==> src/rtl/spi_mem_pkg.sv <==
`timescale 1ns/1ps
package spi_mem_pkg;
    localparam int BYTE_W = 8;

    typedef enum logic [2:0] {
        PH_OPC,
        PH_ADDR,
        PH_RDATA,
        PH_WDATA,
        PH_WSTAT,
        PH_RSTAT,
        PH_SKIP
    } phase_e;

    localparam logic [7:0] OPC_LATCH_ON  = 8'h06;
    localparam logic [7:0] OPC_LATCH_OFF = 8'h04;
    localparam logic [7:0] OPC_STAT_RD   = 8'h05;
    localparam logic [7:0] OPC_STAT_WR   = 8'h01;
    localparam logic [7:0] OPC_MEM_RD    = 8'h03;
    localparam logic [7:0] OPC_MEM_WR    = 8'h02;

    localparam logic [1:0] GUARD_NONE    = 2'b00;
    localparam logic [1:0] GUARD_QUARTER = 2'b01;
    localparam logic [1:0] GUARD_HALF    = 2'b10;
    localparam logic [1:0] GUARD_ALL     = 2'b11;
endpackage

==> src/rtl/spi_mem_bitio.sv <==
`timescale 1ns/1ps
module spi_mem_bitio #(
    parameter int W = 8
) (
    input  logic         clk,
    input  logic         rst_n,
    input  logic         sck,
    input  logic         si,
    input  logic         cs_n,
    input  logic         hold_n,
    input  logic [W-1:0] tx_byte,
    output logic [W-1:0] rx_byte,
    output logic         rx_valid,
    output logic         at_boundary,
    output logic         cs_rise,
    output logic         so,
    output logic         so_en
);
    localparam int CW = $clog2(W);
    localparam logic [CW-1:0] LAST = CW'(W - 1);

    typedef struct packed {
        logic [1:0]    sck_sync;
        logic [1:0]    si_sync;
        logic [1:0]    cs_sync;
        logic [1:0]    hold_sync;
        logic          sck_prev;
        logic          cs_prev;
        logic [CW-1:0] cnt;
        logic [W-1:0]  rx;
        logic [W-1:0]  tx;
        logic          so;
        logic          valid;
    } bit_st_t;

    bit_st_t s_d, s_q;
    logic live, rise, fall;

    always_comb begin
        s_d           = s_q;
        s_d.sck_sync  = {s_q.sck_sync[0], sck};
        s_d.si_sync   = {s_q.si_sync[0], si};
        s_d.cs_sync   = {s_q.cs_sync[0], cs_n};
        s_d.hold_sync = {s_q.hold_sync[0], hold_n};
        s_d.sck_prev  = s_q.sck_sync[1];
        s_d.cs_prev   = s_q.cs_sync[1];
        s_d.valid     = 1'b0;

        live = !s_q.cs_sync[1] && s_q.hold_sync[1];
        rise = live && s_q.sck_sync[1] && !s_q.sck_prev;
        fall = live && !s_q.sck_sync[1] && s_q.sck_prev;

        if (s_q.cs_sync[1]) begin
            s_d.cnt = '0;
        end else if (rise) begin
            s_d.rx  = {s_q.rx[W-2:0], s_q.si_sync[1]};
            s_d.cnt = s_q.cnt + CW'(1);
            if (s_q.cnt == LAST) s_d.valid = 1'b1;
        end

        if (fall) begin
            if (s_q.cnt == '0) begin
                s_d.so = tx_byte[W-1];
                s_d.tx = {tx_byte[W-2:0], 1'b0};
            end else begin
                s_d.so = s_q.tx[W-1];
                s_d.tx = {s_q.tx[W-2:0], 1'b0};
            end
        end
    end

    always_ff @(posedge clk or negedge rst_n) begin
        if (!rst_n) begin
            s_q           <= '0;
            s_q.cs_sync   <= 2'b11;
            s_q.cs_prev   <= 1'b1;
            s_q.hold_sync <= 2'b11;
            s_q.so        <= 1'b1;
        end else begin
            s_q <= s_d;
        end
    end

    assign rx_byte     = s_q.rx;
    assign rx_valid    = s_q.valid;
    assign at_boundary = (s_q.cnt == '0);
    assign cs_rise     = s_q.cs_sync[1] && !s_q.cs_prev;
    assign so          = s_q.so;
    assign so_en       = live;
endmodule

==> src/rtl/spi_mem_guard.sv <==
`timescale 1ns/1ps
module spi_mem_guard #(
    parameter int AW = 8,
    parameter int PW = 2
) (
    input  logic [1:0]       field,
    input  logic [AW-PW-1:0] page,
    output logic [(1<<PW)-1:0] lock
);
    import spi_mem_pkg::*;
    localparam int PAGE = 1 << PW;

    for (genvar i = 0; i < PAGE; i++) begin : g_byte
        localparam logic [PW-1:0] OFF = PW'(i);
        logic [AW-1:0] a;
        assign a = {page, OFF};
        assign lock[i] = (field == GUARD_ALL)
                      || (field == GUARD_HALF    && a[AW-1])
                      || (field == GUARD_QUARTER && a[AW-1:AW-2] == 2'b11);
    end
endmodule

==> src/rtl/spi_mem_array.sv <==
`timescale 1ns/1ps
module spi_mem_array #(
    parameter int AW        = 8,
    parameter int PW        = 2,
    parameter int DW        = 8,
    parameter int WR_CYCLES = 1000
) (
    input  logic                      clk,
    input  logic                      rst_n,
    input  logic [AW-1:0]             rd_addr,
    output logic [DW-1:0]             rd_data,
    input  logic                      start,
    input  logic [AW-PW-1:0]          wr_page,
    input  logic [(1<<PW)-1:0][DW-1:0] wr_bytes,
    input  logic [(1<<PW)-1:0]        wr_mask,
    output logic                      busy
);
    localparam int DEPTH = 1 << AW;
    localparam int PAGE  = 1 << PW;
    localparam int TW    = $clog2(WR_CYCLES + 1);

    logic [DW-1:0] mem [DEPTH];
    logic [TW-1:0] tmr_d, tmr_q;

    always_comb begin
        tmr_d = tmr_q;
        if (start)              tmr_d = TW'(WR_CYCLES);
        else if (tmr_q != '0)   tmr_d = tmr_q - TW'(1);
    end

    always_ff @(posedge clk or negedge rst_n) begin
        if (!rst_n) tmr_q <= '0;
        else        tmr_q <= tmr_d;
    end

    always_ff @(posedge clk or negedge rst_n) begin
        if (!rst_n) begin
            for (int i = 0; i < DEPTH; i++) mem[i] <= '1;
        end else if (start) begin
            for (int i = 0; i < PAGE; i++)
                if (wr_mask[i]) mem[{wr_page, PW'(i)}] <= wr_bytes[i];
        end
    end

    assign rd_data = mem[rd_addr];
    assign busy    = (tmr_q != '0);
endmodule

==> src/rtl/spi_mem_slave.sv <==
`timescale 1ns/1ps
module spi_mem_slave #(
    parameter int ADDR_W    = 8,
    parameter int PAGE_W    = 2,
    parameter int WR_CYCLES = 1000000
) (
    input  logic clk,
    input  logic rst_n,
    input  logic sck,
    input  logic si,
    input  logic cs_n,
    input  logic hold_n,
    input  logic wp_n,
    output logic so,
    output logic so_en
);
    import spi_mem_pkg::*;
    localparam int PAGE = 1 << PAGE_W;
    localparam int DW   = BYTE_W;

    typedef struct packed {
        phase_e                   ph;
        logic                     rd_cmd;
        logic [ADDR_W-1:0]        addr;
        logic [PAGE-1:0][DW-1:0]  pbuf;
        logic [PAGE-1:0]          loaded;
        logic [1:0]               sr_new;
        logic                     sr_loaded;
        logic                     wel;
        logic [1:0]               field;
        logic [DW-1:0]            tx;
        logic [1:0]               wp_sync;
    } ctl_t;

    ctl_t r_d, r_q;

    logic [DW-1:0]     rx_byte, rd_data, status_byte;
    logic              rx_valid, at_boundary, cs_rise, busy, commit, commit_ok;
    logic [ADDR_W-1:0] rd_addr;
    logic [PAGE-1:0]   lock, wr_mask;
    logic              wel_now;
    logic [1:0]        bp_now;

    spi_mem_bitio #(.W(DW)) u_bitio (
        .clk(clk), .rst_n(rst_n), .sck(sck), .si(si), .cs_n(cs_n), .hold_n(hold_n),
        .tx_byte(r_q.tx), .rx_byte(rx_byte), .rx_valid(rx_valid),
        .at_boundary(at_boundary), .cs_rise(cs_rise), .so(so), .so_en(so_en)
    );

    spi_mem_guard #(.AW(ADDR_W), .PW(PAGE_W)) u_guard (
        .field(r_q.field), .page(r_q.addr[ADDR_W-1:PAGE_W]), .lock(lock)
    );

    assign wr_mask = (r_q.ph == PH_WDATA) ? (r_q.loaded & ~lock) : '0;

    spi_mem_array #(.AW(ADDR_W), .PW(PAGE_W), .DW(DW), .WR_CYCLES(WR_CYCLES)) u_array (
        .clk(clk), .rst_n(rst_n), .rd_addr(rd_addr), .rd_data(rd_data),
        .start(commit), .wr_page(r_q.addr[ADDR_W-1:PAGE_W]), .wr_bytes(r_q.pbuf),
        .wr_mask(wr_mask), .busy(busy)
    );

    assign status_byte = {4'b0000, r_q.field, r_q.wel, busy};
    assign commit_ok   = at_boundary && r_q.wel && r_q.wp_sync[1] && !busy;

    always_comb begin
        r_d         = r_q;
        commit      = 1'b0;
        r_d.wp_sync = {r_q.wp_sync[0], wp_n};
        rd_addr     = r_q.addr;
        if (rx_valid && r_q.ph == PH_ADDR) rd_addr = rx_byte[ADDR_W-1:0];

        if (rx_valid) begin
            unique case (r_q.ph)
                PH_OPC: begin
                    r_d.ph        = PH_SKIP;
                    r_d.loaded    = '0;
                    r_d.sr_loaded = 1'b0;
                    if (busy) begin
                        if (rx_byte == OPC_STAT_RD) begin
                            r_d.ph = PH_RSTAT;
                            r_d.tx = status_byte;
                        end
                    end else begin
                        unique case (rx_byte)
                            OPC_LATCH_ON:  r_d.wel = 1'b1;
                            OPC_LATCH_OFF: r_d.wel = 1'b0;
                            OPC_STAT_RD: begin
                                r_d.ph = PH_RSTAT;
                                r_d.tx = status_byte;
                            end
                            OPC_STAT_WR:   r_d.ph = PH_WSTAT;
                            OPC_MEM_RD: begin
                                r_d.ph     = PH_ADDR;
                                r_d.rd_cmd = 1'b1;
                            end
                            OPC_MEM_WR: begin
                                r_d.ph     = PH_ADDR;
                                r_d.rd_cmd = 1'b0;
                            end
                            default: ;
                        endcase
                    end
                end
                PH_ADDR: begin
                    r_d.addr = rx_byte[ADDR_W-1:0];
                    if (r_q.rd_cmd) begin
                        r_d.tx   = rd_data;
                        r_d.addr = rx_byte[ADDR_W-1:0] + ADDR_W'(1);
                        r_d.ph   = PH_RDATA;
                    end else begin
                        r_d.ph   = PH_WDATA;
                    end
                end
                PH_RDATA: begin
                    r_d.tx   = rd_data;
                    r_d.addr = r_q.addr + ADDR_W'(1);
                end
                PH_WDATA: begin
                    r_d.pbuf[r_q.addr[PAGE_W-1:0]]   = rx_byte;
                    r_d.loaded[r_q.addr[PAGE_W-1:0]] = 1'b1;
                    r_d.addr = {r_q.addr[ADDR_W-1:PAGE_W], r_q.addr[PAGE_W-1:0] + PAGE_W'(1)};
                end
                PH_WSTAT: begin
                    r_d.sr_new    = rx_byte[3:2];
                    r_d.sr_loaded = 1'b1;
                end
                PH_RSTAT: r_d.tx = status_byte;
                default: ;
            endcase
        end

        if (cs_rise) begin
            r_d.ph = PH_OPC;
            if (commit_ok && r_q.ph == PH_WDATA && (|r_q.loaded)) begin
                commit  = 1'b1;
                r_d.wel = 1'b0;
            end else if (commit_ok && r_q.ph == PH_WSTAT && r_q.sr_loaded) begin
                commit    = 1'b1;
                r_d.wel   = 1'b0;
                r_d.field = r_q.sr_new;
            end
        end
    end

    always_ff @(posedge clk or negedge rst_n) begin
        if (!rst_n) begin
            r_q    <= '0;
            r_q.ph <= PH_OPC;
            r_q.tx <= '1;
        end else begin
            r_q <= r_d;
        end
    end

    assign wel_now = r_q.wel;
    assign bp_now  = r_q.field;
endmodule

==> config.mk <==
export PLATFORM = sky130hd
export DESIGN_NAME = spi_mem_slave
export DESIGN_NICKNAME = d
export VERILOG_FILES = /design/src/rtl/spi_mem_pkg.sv /design/src/rtl/spi_mem_bitio.sv /design/src/rtl/spi_mem_guard.sv /design/src/rtl/spi_mem_array.sv /design/src/rtl/spi_mem_slave.sv
export SDC_FILE = /design/constraint.sdc
export NUM_CORES = 2
export LEC_CHECK = 0
export BUFFER_PORTS_ARGS = -buffer_cell sky130_fd_sc_hd__buf_2
export CELL_PAD_IN_SITES_DETAIL_PLACEMENT = 0
export CELL_PAD_IN_SITES_GLOBAL_PLACEMENT = 2
export CORE_MARGIN = 2
export CORE_UTILIZATION = 50
export CTS_BUF_LIST = sky130_fd_sc_hd__clkbuf_4
export CTS_CLUSTER_SIZE = 28
export DETAILED_ROUTE_END_ITERATION = 8
export PLACE_DENSITY_LB_ADDON = 0.1
export SLEW_MARGIN = 10
export SYNTH_ARGS = -nofsm -noshare
export SYNTH_HDL_FRONTEND = slang
export SYNTH_HIERARCHICAL = 1
export SYNTH_SLANG_ARGS = --single-unit
==> constraint.sdc <==
create_clock -name clk -period 6.2 [get_ports clk]
set_input_delay 0.93 -clock clk [delete_from_list [all_inputs] [get_ports clk]]
set_output_delay 0.93 -clock clk [all_outputs]
set_load 0.01 [all_outputs]
Word-level counts from Yosys, hierarchy flattened
Cells that the tools add are included.
{ "word_totals": {"regBits": 2163, "in_bits": 7, "out_inout_bits": 2, "elab_cells": 451} }
{ "op_classes": {"n_addsub": 5, "n_lt_le_gt_ge": 11, "eq_ne": 18, "mux": 68, "bitwise_logic": 12, "reduce_logical": 54} }
{ "op_table": {"columns": ["op", "n"], "rows": [
  ["2048-bit two-way mux", 7],
  ["2048-bit bitwise mux", 4],
  ["8-bit demux with 8-bit select", 4],
  ["8-bit two-way mux", 13],
  ["8-bit binary-select mux with 8-bit select", 1],
  ["52-bit two-way mux", 1],
  ["9-bit >= comparator, second input constant", 5],
  ["8-bit inverter with 9-bit output", 5],
  ["20-bit two-way mux", 2],
  ["9-bit by 1-bit < comparator with 1-bit output, second input constant", 4],
  ["32-bit bitwise mux", 1],
  ["32-bit two-way mux", 1],
  ["8-bit one-hot mux with 4 select lines", 1],
  ["8-bit by 3-bit equality test with 1-bit output, second input constant", 3],
  ["8-bit one-hot mux with 3 select lines", 1],
  ["1-bit logical AND", 21],
  ["20-bit nonzero test", 1],
  ["20-bit by 1-bit subtractor with 20-bit output, second input constant", 1],
  ["8-bit by 1-bit adder with 8-bit output, second input constant", 2],
  ["8-bit demux with 2-bit select", 1],
  ["8-bit by 2-bit equality test with 1-bit output, second input constant", 2],
  ["3-bit two-way mux", 5],
  ["2-bit AND reduction", 7],
  ["2-bit nonzero test", 7],
  ["34 further kinds", 68]
]} }

Longest topological paths before layout
{ "logic_depth": {"ltp_word": 18, "ltp_mapped": 21, "depth_no_buf": 12} }

Hierarchy
Netlist, hierarchy kept.
{ "by_module_without_submodules": {"columns": ["mod", "n_inst", "cells_each", "area_per_inst_um2", "seq_area_each_um2"], "rows": [
  ["spi_mem_array", 1, 6090, 97018.0, 54312.1],
  ["spi_mem_slave", 1, 293, 3275.6, 1611.5],
  ["spi_mem_bitio", 1, 93, 1229.9, 758.2],
  ["spi_mem_guard", 1, 6, 36.3, 0.0]
]} }

Worst setup path after synthesis
OpenSTA, ideal clock, no wires.
{ "synth_timing": {"kind": "reg-to-reg", "startpoint": "register r_q[63] (netlist bit)", "endpoint": "register r_q[4] (netlist bit)", "setup_time_ps": 82, "arrival_ps": 4074, "required_time_ps": 6118, "path_slack_ps": 2044, "stages_incl_launch_ff": 17, "n_path_buf": 6, "period_less_slack_ps": 4156, "cell_sequence": "dfrtp_1 -> clkbuf_1 -> nor2b_1 -> and3_1 -> clkbuf_1 -> clkbuf_1 -> nand2_1 -> o21ai_0 -> buf_6 -> buf_4 -> buf_4 -> mux4_2 -> mux4_2 -> a211oi_1 -> nor4_1 -> mux2_2 -> mux2_2"} }
{ "synth_between": {"elab_chain_len": 9, "elab_cells_between_ends": 16, "cone_classes": "eq/ne (5); mux (6); bitwise (1); reduce/logical (4)"} }
{ "synth_lines": {"columns": ["element", "line", "rtl"], "rows": [
  ["start, declared", "spi_mem_slave.sv:35", "ctl_t r_d, r_q;"],
  ["start signal, assigned", "spi_mem_slave.sv:151", "r_q <= r_d;"],
  ["3-bit by 1-bit equality test with 1-bit output *", "spi_mem_slave.sv:70", "if (rx_valid && r_q.ph == PH_ADDR) rd_addr = rx_byte[ADDR_W-1:0];"],
  ["1-bit logical AND *", "spi_mem_slave.sv:70", null],
  ["8-bit two-way mux *", "spi_mem_slave.sv:70", null],
  ["named net rd_addr[0]", "spi_mem_slave.sv:39", "logic [ADDR_W-1:0] rd_addr;"],
  ["8-bit inverter with 9-bit output (not written as such) *", "spi_mem_array.sv:45", "assign rd_data = mem[rd_addr];"],
  ["8-bit binary-select mux with 8-bit select *", "spi_mem_array.sv:45", null],
  ["8-bit two-way mux (not written as such) * (2 in series)", "spi_mem_array.sv:45", null],
  ["named net rd_data[2]", "spi_mem_slave.sv:37", "logic [DW-1:0] rx_byte, rd_data, status_byte;"],
  ["8-bit two-way mux", "spi_mem_slave.sv:106", "if (r_q.rd_cmd) begin"],
  ["8-bit one-hot mux with 4 select lines *", "spi_mem_slave.sv:73", "unique case (r_q.ph)"]
]} }
Mark *: on every way through the listed nets, which the timed path passes. The rest lies on a longest branch. The select of a mux whose other input is x is not followed.
A chain may end at the register's enable or synchronous reset.

Worst setup path after layout
{ "layout_timing": {"startpoint": "register r_q[62] (netlist bit)", "endpoint": "register r_q[8] (netlist bit)"} }
The elaborated chain is that of the path after synthesis.

==> run_summary.xml <==
<?xml version="1.0" encoding="UTF-8"?>
<metrics>
  <group name="routing">
    <metric name="wl_per_cell" unit="um">34.3</metric>
    <metric name="drt.antenna.violating_nets" unit="">0</metric>
    <metric name="dr.first_iter.drc_count" unit="">5788</metric>
    <metric name="via_count" unit="">63100</metric>
    <metric name="drtPass1Iterations" unit="">6</metric>
    <metric name="post_drt_via_cell_ratio" unit="">6.36</metric>
    <metric name="route.detailed.drc" unit="">0</metric>
    <metric name="finalWirelength" unit="mm">340</metric>
  </group>
  <group name="global_routing">
    <metric name="grt_usage" unit="">0.330</metric>
    <metric name="antenna_found_initial" unit="">43</metric>
    <metric name="grt_overflow" unit="">0</metric>
    <metric name="grt_start_max_net_pins" unit="">166</metric>
    <metric name="grt_first_pass_wirelength" unit="mm">488</metric>
    <metric name="grt_pass1_vias" unit="">66300</metric>
  </group>
  <group name="yosys">
    <metric name="synth.cell_area" unit="mm^2">0.102</metric>
    <metric name="netlist.area_leader.share" unit="">0.533</metric>
    <metric name="synth_nets" unit="">6502</metric>
    <metric name="synth.yosys.seq_area_share" unit="">0.558</metric>
    <metric name="synth_top_cell_by_area" unit="">dfstp_2</metric>
    <metric name="synthDistinctLibCells" unit="">91</metric>
    <metric name="ys_ff_latch" unit="">2162</metric>
    <metric name="avgSynthCellArea" unit="um^2">15.7</metric>
    <metric name="synth_area_leaders" unit="">dfstp_2 53%, mux2_2 23%, mux4_2 10%</metric>
    <metric name="synth-edff-count" unit="">0</metric>
    <metric name="syn-instance-count" unit="">6482</metric>
    <metric name="synth-main-ff-cell" unit="">dfstp_2</metric>
    <metric name="synth-async-reset-ratio" unit="">1.00</metric>
    <metric name="synth-warning-count" unit="">6</metric>
  </group>
  <group name="critical_path">
    <metric name="master_of_the_slowest_instance_on_the_critical_path" unit="">o21ai_4</metric>
    <metric name="end_kind" unit="">register</metric>
    <metric name="worstPathMaxFanout" unit="">18</metric>
    <metric name="regToRegStartpoint" unit="">r_q[62]</metric>
    <metric name="worstPathCellList" unit="">inv_1 -&gt; and3_1 -&gt; o21ai_4 -&gt; buf_4 -&gt; buf_4 -&gt; mux4_2 -&gt; a221oi_1 -&gt; o221ai_1 -&gt; a21oi_1 -&gt; nor4_1 -&gt; nand2_1 -&gt; mux2i_1</metric>
    <metric name="worst_setup_path_start_kind" unit="">register</metric>
    <metric name="arrival" unit="ps">7050</metric>
    <metric name="worstReg2RegEnd" unit="">r_q[8]</metric>
    <metric name="timing.reg2reg.setup_slack" unit="ps">490</metric>
    <metric name="worst-endpoint-required" unit="ps">7540</metric>
    <metric name="cp_slowest_stage_delay" unit="ps">930</metric>
    <metric name="cp_common_cell" unit="">buf_4</metric>
    <metric name="worst-setup-path-type" unit="">register to register</metric>
    <metric name="r2r_cells" unit="">12</metric>
  </group>
  <group name="sta">
    <metric name="rsz0062_at_grt" unit="">no</metric>
    <metric name="fin_tns_setup" unit="ps">0</metric>
    <metric name="period_needed" unit="ps">5710</metric>
    <metric name="final_hold_viol_count" unit="">0</metric>
    <metric name="timing_worst_slew_pin_value" unit="ps">1320</metric>
    <metric name="post-route-period-util" unit="">0.921</metric>
    <metric name="number_of_setup_violations_in_the_final_report" unit="">0</metric>
    <metric name="final-max-slew-violation-count" unit="">0</metric>
    <metric name="clock.fmax" unit="MHz">175</metric>
    <metric name="slew-limit-headroom" unit="">0.120</metric>
    <metric name="smallest_hold_slack" unit="ps">14.8</metric>
    <metric name="skew" unit="ps">86.8</metric>
  </group>
  <group name="final_layout">
    <metric name="mostFrequentLayoutCells" unit="">2,116 x mux2_2, 2,062 x dfstp_2, 883 x clkbuf_4</metric>
    <metric name="syn2layout_area_growth" unit="%">10.4</metric>
    <metric name="most_common_cell_after_layout_fill_and_taps_aside" unit="">mux2_2</metric>
    <metric name="layout.nets" unit="">6868</metric>
    <metric name="share_of_layout_cells_above_drive_strength_1" unit="">0.812</metric>
    <metric name="fillerInstances" unit="">16700</metric>
  </group>
  <group name="place">
    <metric name="dp.final_hpwl" unit="mm">196</metric>
    <metric name="finalWeightedCongestion" unit="">0.862</metric>
    <metric name="buffer_ports.inserted" unit="">8</metric>
  </group>
  <group name="clock_network">
    <metric name="cts_setup_buffers" unit="">0</metric>
    <metric name="clock_insertion_delay_worst_skew" unit="ps">1440</metric>
    <metric name="tritoncts.num_buffers" unit="">617</metric>
    <metric name="htree_levels" unit="">6</metric>
    <metric name="cts_repair_resize_count" unit="">0</metric>
    <metric name="clock_sinks" unit="">2162</metric>
    <metric name="cts.path.max_buffers" unit="">4</metric>
    <metric name="root_buffer" unit="">clkbuf_4</metric>
    <metric name="cts-hold-fix-buffers" unit="">6</metric>
    <metric name="clkTransAtPathRegs" unit="ps">70</metric>
    <metric name="tritoncts_clock_tree" unit="">done</metric>
  </group>
  <group name="power">
    <metric name="power_density_over_the_cells" unit="mW/mm^2">244</metric>
    <metric name="irDropWorstVdd" unit="mV">0.213</metric>
    <metric name="cellLeakagePower" unit="nW">44.1</metric>
  </group>
  <group name="flow_run">
    <metric name="drv.max_cap_violation_count" unit="">0</metric>
  </group>
  <group name="floorplanning">
    <metric name="pin_count" unit="">9</metric>
    <metric name="core-area" unit="mm^2">0.202</metric>
    <metric name="dieArea" unit="mm^2">0.207</metric>
    <metric name="die_width" unit="um">455</metric>
    <metric name="floorplan.die.height" unit="um">455</metric>
    <metric name="placementRows" unit="">165</metric>
    <metric name="floorplan.initialDensity" unit="">0.502</metric>
  </group>
  <group name="run_status">
    <metric name="run_status" unit="">complete, no violations</metric>
  </group>
  <group name="min_path">
    <metric name="hold_path_class" unit="">input pin to async pin</metric>
  </group>
</metrics>
-- sequential cells by signal, summed over array words and instances (netlist names) --
signal,cells
u_bitio/rx_valid,1
u_bitio/s_q,14
u_bitio/so,1
u_array/tmr_q,20
wel_now,1
u_bitio/rx_byte,8
u_array/mem,2048
u_bitio/s_d,6
r_d,1
bp_now,2
r_q,60
-- synth_stat cells (all sizes together) (3+ instances only) --
| cell type | count |
|---|---|
| a211oi | 37 |
| inv | 22 |
| nor2b | 18 |
| nor2 | 268 |
| nand3b | 5 |
| nand2 | 188 |
| a21o | 3 |
| a221oi | 44 |
| dfstp | 2062 |
| nor3 | 20 |
| nor4 | 12 |
| a22oi | 33 |
| dfrtp | 100 |
| and2 | 18 |
| or3b | 6 |
| a21oi | 50 |
| a21boi | 9 |
| a31oi | 5 |
| o21ai | 34 |
| mux2i | 151 |
| o31ai | 10 |
| nor3b | 8 |
| o211a | 5 |
| or3 | 5 |
| o41a | 4 |
| mux2 | 2119 |
| a221o | 10 |
| and3 | 9 |
| mux4 | 468 |
| a22o | 44 |
| nand2b | 16 |
| nand3 | 17 |
| xor2 | 7 |
| clkbuf | 303 |
| o22ai | 46 |
| or4 | 7 |
| buf | 187 |
| xnor2 | 14 |
| and3b | 6 |
| ha | 13 |
| nand4 | 7 |
| or2 | 6 |
| a211o | 5 |
| o221ai | 49 |
-- critical path, delay by kind of cell (launching register included) --
kind,cells,cell delay [ps]
multiplexers,2,650
flip-flops,1,580
AO/OA/AOI/OAI,4,2890
buffers and inverters,3,930
AND/OR/NAND/NOR,3,590
-- worst max-delay path by stage --
stage / from / end / depth (start not counted)
2_1_floorplan: r_q[63] / r_q[4] / 16
3_3_place_gp: r_q[62] / r_q[8] / 12
3_5_place_dp: r_q[61] / r_q[2] / 11
5_1_grt: r_q[62] / r_q[8] / 12
4_1_cts: r_q[62] / r_q[2] / 12
6_report: r_q[62] / r_q[8] / 12
-- routing by layer --
layer	vias to the layer above	track usage	share of wire
met5	-	0	0.00014
met4	6	0.106	0.030
met3	543	0.0792	0.082
met2	2696	0.493	0.45
met1	34600	0.475	0.44
li1	25300	-	-
-- cell type report --
type	instances	area, um^2	area share
flip-flops and latches	2162	56800	0.507
multi-input cells	3807	42400	0.378
clock buffers	883	6630	0.0591
well taps	2672	3340	0.0298
repair buffers	237	2230	0.0199
clock inverters	112	537	0.00479
inverters	23	86.3	0.000770
diodes	24	60.1	0.000536
-- report_power, final --
group / switching (mW) / leakage [nW] / internal, mW
registers: 0.0352 / 22.6 / 14.2
clock network: 6.06 / 4.34 / 6.62
logic: 0.380 / 17.2 / 0.0970
total: 6.47 / 44.1 / 20.9
-- stage by stage --
| step | setup slack, ps | utilization | area (um^2) | cells | total power, mW |
|---|---|---|---|---|---|
| finish | 490 | 0.555 | 112000 | 9920 | 27.4 |
| floorplan | 2040 | - | 102000 | 6482 | 14.6 |
| CTS | 558 | 0.554 | 112000 | 9896 | 27.8 |
| global placement | 592 | 0.518 | 105000 | 8895 | 14.9 |
| detailed placement | 574 | 0.518 | 105000 | 8895 | 14.9 |
| global route | 204 | 0.554 | 112000 | 9905 | 28.6 |
-- logic make-up (layout without fill, tap and decap cells) --
| logic type | count (synthesis) | after routing | share of synthesized area |
|---|---|---|---|
| AND/OR/NAND/NOR | 623 | 623 | 0.0278 |
| other | 0 | 24 | 0 |
| multiplexers | 2738 | 2738 | 0.354 |
| adder cells (fa/ha/maj) | 13 | 13 | 0.00160 |
| XOR/XNOR | 21 | 21 | 0.00181 |
| flip-flops | 2162 | 2162 | 0.558 |
| AO/OA/AOI/OAI | 412 | 412 | 0.0310 |
| buffers and inverters | 513 | 1255 | 0.0260 |
No activity file was read; power rests on OpenSTA's default activity.
